File: src/rtl/updn_pkg.sv
package updn_pkg;
    typedef enum logic [1:0] {
        OP_HOLD = 2'd0,
        OP_LOAD = 2'd1,
        OP_UP   = 2'd2,
        OP_DOWN = 2'd3
    } op_t;
endpackage

File: src/rtl/updn_mode_dec.sv
module updn_mode_dec
    import updn_pkg::*;
(
    input  logic load_n,
    input  logic en_par_n,
    input  logic en_tri_n,
    input  logic dir_up,
    output op_t  op
);
    // Load outranks both enables; either enable high inhibits counting.
    always_comb begin
        if (!load_n)
            op = OP_LOAD;
        else if (en_par_n || en_tri_n)
            op = OP_HOLD;
        else if (dir_up)
            op = OP_UP;
        else
            op = OP_DOWN;
    end
endmodule

File: src/rtl/updn_slice.sv
module updn_slice
    import updn_pkg::*;
#(
    parameter int SLICE_W = 4
) (
    input  logic               clk,
    input  logic               rst,
    input  logic               load_n,
    input  logic               dir_up,
    input  logic               en_par_n,
    input  logic               en_tri_n,
    input  logic [SLICE_W-1:0] din,
    output logic [SLICE_W-1:0] q,
    output logic               carry_n
);
    localparam logic [SLICE_W-1:0] TOP_VAL = {SLICE_W{1'b1}};
    localparam logic [SLICE_W-1:0] ONE     = {{(SLICE_W-1){1'b0}}, 1'b1};

    op_t               op;
    logic [SLICE_W-1:0] q_nxt;
    logic               at_term;

    updn_mode_dec u_dec (
        .load_n   (load_n),
        .en_par_n (en_par_n),
        .en_tri_n (en_tri_n),
        .dir_up   (dir_up),
        .op       (op)
    );

    // Next-state selection
    always_comb begin
        unique case (op)
            OP_LOAD: q_nxt = din;
            OP_UP:   q_nxt = q + ONE;
            OP_DOWN: q_nxt = q - ONE;
            default: q_nxt = q;
        endcase
    end

    // State register
    always_ff @(posedge clk) begin
        if (rst)
            q <= '0;
        else
            q <= q_nxt;
    end

    // Output process: direction-dependent terminal count gated by trickle enable
    always_comb begin
        at_term = dir_up ? (q == TOP_VAL) : (q == '0);
        carry_n = !(!en_tri_n && at_term);
    end
endmodule

File: src/rtl/updn_chain.sv
module updn_chain #(
    parameter int STAGES  = 3,
    parameter int SLICE_W = 4
) (
    input  logic                      clk,
    input  logic                      rst,
    input  logic                      load_n,
    input  logic                      dir_up,
    input  logic                      en_par_n,
    input  logic                      en_tri_n,
    input  logic [STAGES*SLICE_W-1:0] din,
    output logic [STAGES*SLICE_W-1:0] cnt,
    output logic                      carry_n
);
    logic [STAGES:0] tri_link;

    assign tri_link[0] = en_tri_n;

    generate
        for (genvar k = 0; k < STAGES; k++) begin : g_slice
            updn_slice #(.SLICE_W(SLICE_W)) u_slice (
                .clk      (clk),
                .rst      (rst),
                .load_n   (load_n),
                .dir_up   (dir_up),
                .en_par_n (en_par_n),
                .en_tri_n (tri_link[k]),
                .din      (din[k*SLICE_W +: SLICE_W]),
                .q        (cnt[k*SLICE_W +: SLICE_W]),
                .carry_n  (tri_link[k+1])
            );
        end
    endgenerate

    assign carry_n = tri_link[STAGES];
endmodule

File: config.mk
export PLATFORM = sky130hd
export DESIGN_NAME = updn_chain
export DESIGN_NICKNAME = d
export VERILOG_FILES = /design/src/rtl/updn_pkg.sv /design/src/rtl/updn_mode_dec.sv /design/src/rtl/updn_slice.sv /design/src/rtl/updn_chain.sv
export SDC_FILE = /design/constraint.sdc
export NUM_CORES = 1
export LEC_CHECK = 0
export BUFFER_PORTS_ARGS = -buffer_cell sky130_fd_sc_hd__buf_2
export CORE_UTILIZATION = 49
export DETAILED_ROUTE_END_ITERATION = 10
export HOLD_SLACK_MARGIN = 0.03
export PLACE_DENSITY = 0.85
export REMOVE_ABC_BUFFERS = 1
export SYNTH_ARGS = -nofsm -noshare
export SYNTH_HDL_FRONTEND = slang
export SYNTH_SLANG_ARGS = --single-unit
File: constraint.sdc
create_clock -name clk -period 3.1 [get_ports clk]
set_clock_uncertainty 0.15 [all_clocks]
set_input_delay 0.155 -clock clk [delete_from_list [all_inputs] [get_ports clk]]
set_output_delay 0.155 -clock clk [all_outputs]
set_load 0.05 [all_outputs]
# Word level (Yosys, flattened, before mapping)
# Index checks and enable logic that the tools add are counted.
# classes
eq_ne	12
reduce_logical	16
add_sub_neg	6
muxes	13
# op_table
cell	count
case mux 4 bit (3 select lines)	3
adder 4 x 1 -> 4 bit, second input constant	3
== test 2 bit, second input constant	6
== test 4 bit, second input constant	3
logical NOT 4 bit	3
two-way mux 2 bit	6
subtractor 4 x 1 -> 4 bit, second input constant	3
nonzero test 3 bit	3
== test 2 x 1 -> 1 bit, second input constant	3
logical NOT 1 bit	4
two-way mux 1 bit	4
logical AND 1 bit	3
logical OR 1 bit	3
# word_totals
word_cells	50
input_bits	18
regBits	12
output_inout_bits	13

# Logic depth before layout (Yosys ltp)
# depth
ltp_word	10
ltp_mapped	12
depth_no_buf	11

# Hierarchy
# From an unflattened synthesis, not the netlist that was laid out.
# unflattened
cells_unflattened	126
hier_area_um2	1028.5
# by_module_without_submodules
mod	instances	cells_each	area_per_inst_um2
updn_slice	3	40	322.8
updn_mode_dec	3	2	20.0

# Least setup slack after synthesis
# Ideal clock, no wire load.
# synth_timing
path_kind	register to register
startpoint	register g_slice[0].u_slice.q[1]
endpoint	register g_slice[2].u_slice.q[3]
setup_ps	91
synth_period_minus_slack_ps	3001
stages_incl_launch_ff	11
setup_slack_ps	99
t_required_ps	2859
t_arrival_ps	2760
path_buffers	0
path_cell_list	dfxtp_1 or4_4 o22ai_4 nand4_1 inv_1 ha_1 a21o_1 a21oi_1 xnor2_1 or3_1 a311oi_1
# synth_via
elab_chain_cells	10
word_cells_on_any_way	14
cone_classes	eq/ne: 4; mux: 4; reduce/logical: 6
# synth_lines
element	line	rtl
start: declaration	updn_slice.sv:13	output logic [SLICE_W-1:0] q,
start signal: assignment	updn_slice.sv:46	q <= q_nxt;
== test 4 bit or logical NOT 4 bit (tied branches)	updn_slice.sv:51	at_term = dir_up ? (q == TOP_VAL) : (q == '0);
two-way mux 1 bit *	updn_slice.sv:51	
logical AND 1 bit * (2 in series)	updn_slice.sv:52	carry_n = !(!en_tri_n && at_term);
logical NOT 1 bit *	updn_slice.sv:52	
logical OR 1 bit *	updn_mode_dec.sv:14	else if (en_par_n || en_tri_n)
two-way mux 2 bit *	updn_mode_dec.sv:14	
two-way mux 2 bit *	updn_mode_dec.sv:12	if (!load_n)
== test 2 bit or == test 2 x 1 -> 1 bit (tied branches)	updn_slice.sv:33	unique case (op)
case mux 4 bit (3 select lines) or nonzero test 3 bit (tied branches)	n/a	
end signal: assignment	updn_slice.sv:46	
end: declaration	updn_slice.sv:13	
# Mark *: on every way between the ends. The rest lies on a longest branch, timed or not.
# A chain may end at the register's enable or synchronous reset.

# Worst setup path after layout
# layout_timing
startpoint	register g_slice[1].u_slice.q[1]
endpoint	register g_slice[2].u_slice.q[3]
# layout_via
elab_chain_cells	9
word_cells_on_any_way	13
cone_classes	eq/ne: 4; mux: 4; reduce/logical: 5
# layout_lines
element	line
start: declaration	updn_slice.sv:13
start signal: assignment	updn_slice.sv:46
== test 4 bit or logical NOT 4 bit (tied branches)	updn_slice.sv:51
two-way mux 1 bit *	updn_slice.sv:51
logical AND 1 bit *	updn_slice.sv:52
logical NOT 1 bit *	updn_slice.sv:52
logical OR 1 bit *	updn_mode_dec.sv:14
two-way mux 2 bit *	updn_mode_dec.sv:14
two-way mux 2 bit *	updn_mode_dec.sv:12
== test 2 bit or == test 2 x 1 -> 1 bit (tied branches)	updn_slice.sv:33
case mux 4 bit (3 select lines) or nonzero test 3 bit (tied branches)	n/a
# Marked as above.

==> impl_metrics.json <==
{
  "status": "completed",
  "clkPwrFrac_pct": 22.1,
  "firstDrtPassIters": 5,
  "power.internal_mw": 0.2740,
  "largest_register_ff_count": 12,
  "drt_iter0_drc": 19,
  "ys_seq_area_share_pct": 25.10,
  "synth_area_um2": 957.2,
  "h-tree-depth": 1,
  "cp_slowest_stage_delay_ns": 0.60,
  "fillers": 141,
  "critPathTopFamily": "simple AND/OR/NAND/NOR gates",
  "crit_buf_inv": 1,
  "cts-buffers-inserted": 3,
  "dp_hpwl_um": 1701,
  "ys.warnings.count": 0,
  "critPathLaunch": "g_slice[1].u_slice.q[1]$_SDFFE_PP0P_",
  "top_register": "g_slice.u_slice.q",
  "cts_tree": "done",
  "crit_fanout": 6,
  "synth_top_area_cell": "dfxtp_1",
  "area_growth_pct": 33.99,
  "crit_path_end_kind": "flop",
  "synth-seq-cells": 12,
  "groute.usage.overall_pct": 24.98,
  "reg.largest.list": "g_slice.u_slice.q x12",
  "min_period_ns": 2.954,
  "crit_required_ns": 3.15,
  "p_comb_share_pct": 36.6,
  "p_switching_mw": 0.1636,
  "clk_pin_slew_ns": 0.07,
  "syn_inst": 111,
  "grt_first_pass_wirelength_um": 3691,
  "path_cells": "or4_1, mux2i_4, nand4_1, inv_1, ha_1, a21o_1, a21oi_1, xnor2_1, or3_1, a311oi_1",
  "clock_latency_ns": 0.28,
  "yosys-top-cells-count": "13 x nor2_1, 12 x dfxtp_1, 10 x inv_1",
  "diodes": 0,
  "maxCapViolations": 0,
  "gp_congestion": 0.9175,
  "synth_area_per_cell_um2": 8.623,
  "rr_startpoint": "g_slice[1].u_slice.q[1]$_SDFFE_PP0P_",
  "synthTopCellsByArea": "dfxtp_1 25%, ha_1 7.8%, xnor2_1 7.3%",
  "finalNonFillerCells": 178,
  "synth_ff_type": "dfxtp_1",
  "drive_above_1_share_pct": 26.80,
  "grt_setup_unrepaired": "false",
  "wl_um": 2470,
  "pin_count": 31,
  "vias_per_cell": 5.607,
  "core_um2": 1783,
  "fin_nets": 182,
  "hold_viol": 0,
  "powerDensity_nw_per_um2": 341.2,
  "cts_buffer_depth": 2,
  "grt_antenna_before_repair": 0,
  "power_leakage_nw": 0.6116,
  "max_slew_margin_pct": 80.42,
  "timing.final.crit_share_pct": 95.28,
  "dpl.cell_count": 164,
  "drc": 0,
  "ant_nets": 0,
  "first_global_vias": 877,
  "cp-start-kind": "flop",
  "die_h_um": 46.20,
  "drt-wirelength-per-cell_um": 13.88,
  "synth_cell_types": 32,
  "synthArstFlopShare_pct": 0,
  "setup_viol": 0,
  "slowest_stage": "or4_1",
  "grt_max_degree": 25,
  "pre_cts_slack_ns": 0.1262,
  "clock_sinks": 12,
  "holdWs_ns": 0.04002,
  "synth_top_area_share_pct": 25.10,
  "fmax_mhz": 338.6,
  "hold_class": "input port to flop",
  "ir_drop_uv": 214.1,
  "path_class": "flop to flop",
  "synth_most_common_cell": "nor2_1",
  "switching_share_pct": 37.39,
  "tns_ns": 0,
  "cts_root_buf": "clkbuf_4",
  "slew_violations": 0,
  "synth-edff-count": 0,
  "port_buffers": 30,
  "fin_ws_ns": 0.1464,
  "rows": 15,
  "grt-ovfl-total": 0,
  "arrival_ns": 3.00,
  "die_width_um": 46.20,
  "max_slew.worst_pin.slew_ns": 0.2919,
  "die_area_um2": 2134,
  "vias": 998,
  "start_util_pct": 53.68,
  "min-delay-start": "din[9]",
  "power_frac_seq_pct": 41.4
}
[worst min-delay path: cells and delay by family]
kind / cells / cell delay (ns)
buffers and inverters: 2 / 0.13
AOI/OAI and AO/OA: 1 / 0.11
[worst paths after layout]
path,end,slack [ns],cells after the start
hold / removal,g_slice[2].u_slice.q[1]$_SDFFE_PP0P_,0.04,3
setup / recovery,g_slice[2].u_slice.q[3]$_SDFFE_PP0P_,0.15,10
setup reg to reg,g_slice[2].u_slice.q[3]$_SDFFE_PP0P_,0.15,10
hold reg to reg,g_slice[2].u_slice.q[3]$_SDFFE_PP0P_,0.40,2
[routing by layer]
layer	global-route usage (%)	vias to the layer above	wire, um
met5	0	-	0
li1	-	483	-
met4	11.18	0	83
met1	25.83	465	1005
met3	6.667	12	111
met2	46.20	38	1269
[stage by stage]
| step | util (%) | power [mW] | cell area, um^2 |
|---|---|---|---|
| floorplan | - | 0.2815 | 937.1 |
| global placement | 64.00 | 0.3244 | 1141 |
| detailed placement | 64.00 | 0.3301 | 1141 |
| CTS | 71.44 | 0.4345 | 1274 |
| global route | 71.93 | 0.4614 | 1282 |
| finish | 71.93 | 0.4376 | 1282 |
[kinds of logic (layout without fill, tap and decap cells)]
logic type,count (synthesis),count (layout),share of synthesized area [%]
xor gates and xnor gates,9,9,8.236
muxes,6,6,6.667
adders and majority gates,9,9,14.12
and+or+nand+nor,37,37,22.48
DFF,12,12,25.10
buffers and inverters,15,57,6.013
AOI/OAI and AO/OA,23,23,17.39
[cell usage in the layout, fill, tap and decap left out, types with 2 or more instances in the layout]
| master | netlist | routed |
|---|---|---|
| a211oi_1 | 7 | 7 |
| a21o_1 | 3 | 3 |
| a21oi_1 | 6 | 6 |
| a311oi_1 | 2 | 2 |
| buf_2 | 1 | 30 |
| buf_4 | 0 | 3 |
| clkbuf_4 | 0 | 3 |
| dfxtp_1 | 12 | 12 |
| dlygate4sd3_1 | 0 | 11 |
| fa_1 | 3 | 3 |
| ha_1 | 6 | 6 |
| inv_1 | 10 | 10 |
| mux2i_1 | 5 | 5 |
| nand2_1 | 4 | 4 |
| nand3_1 | 3 | 3 |
| nand3b_1 | 2 | 2 |
| nand4_1 | 2 | 2 |
| nand4b_1 | 2 | 2 |
| nor2_1 | 13 | 13 |
| o21ai_0 | 3 | 3 |
| or3_1 | 2 | 2 |
| or4_1 | 2 | 2 |
| xnor2_1 | 8 | 8 |
[power by group through the flow]
stage,Sequential (mW),Combinational (mW),Clock (mW)
floorplan,0.221,0.0604,0
global placement,0.183,0.142,0
detailed placement,0.184,0.146,0
CTS,0.181,0.157,0.0967
global route,0.183,0.172,0.106
finish,0.181,0.160,0.0966
[cell type report]
| class | instances | area, um^2 | share of cell area, % |
|---|---|---|---|
| Tap cell | 25 | 31.28 | 2.439 |
| Clock buffer | 3 | 22.52 | 1.756 |
| Timing Repair Buffer | 44 | 282.8 | 22.05 |
| Multi-Input combinational cell | 84 | 668.1 | 52.10 |
| Inverter | 10 | 37.54 | 2.927 |
| Sequential cell | 12 | 240.2 | 18.73 |
[timing repair]
action,CTS,global route
resized for setup,0,1
setup buffers,0,0
hold buffers,11,0
endpoints found under the hold margin,11,0
setup endpoints to repair,0,1
Note: power is estimated with default switching activity, not from simulation.
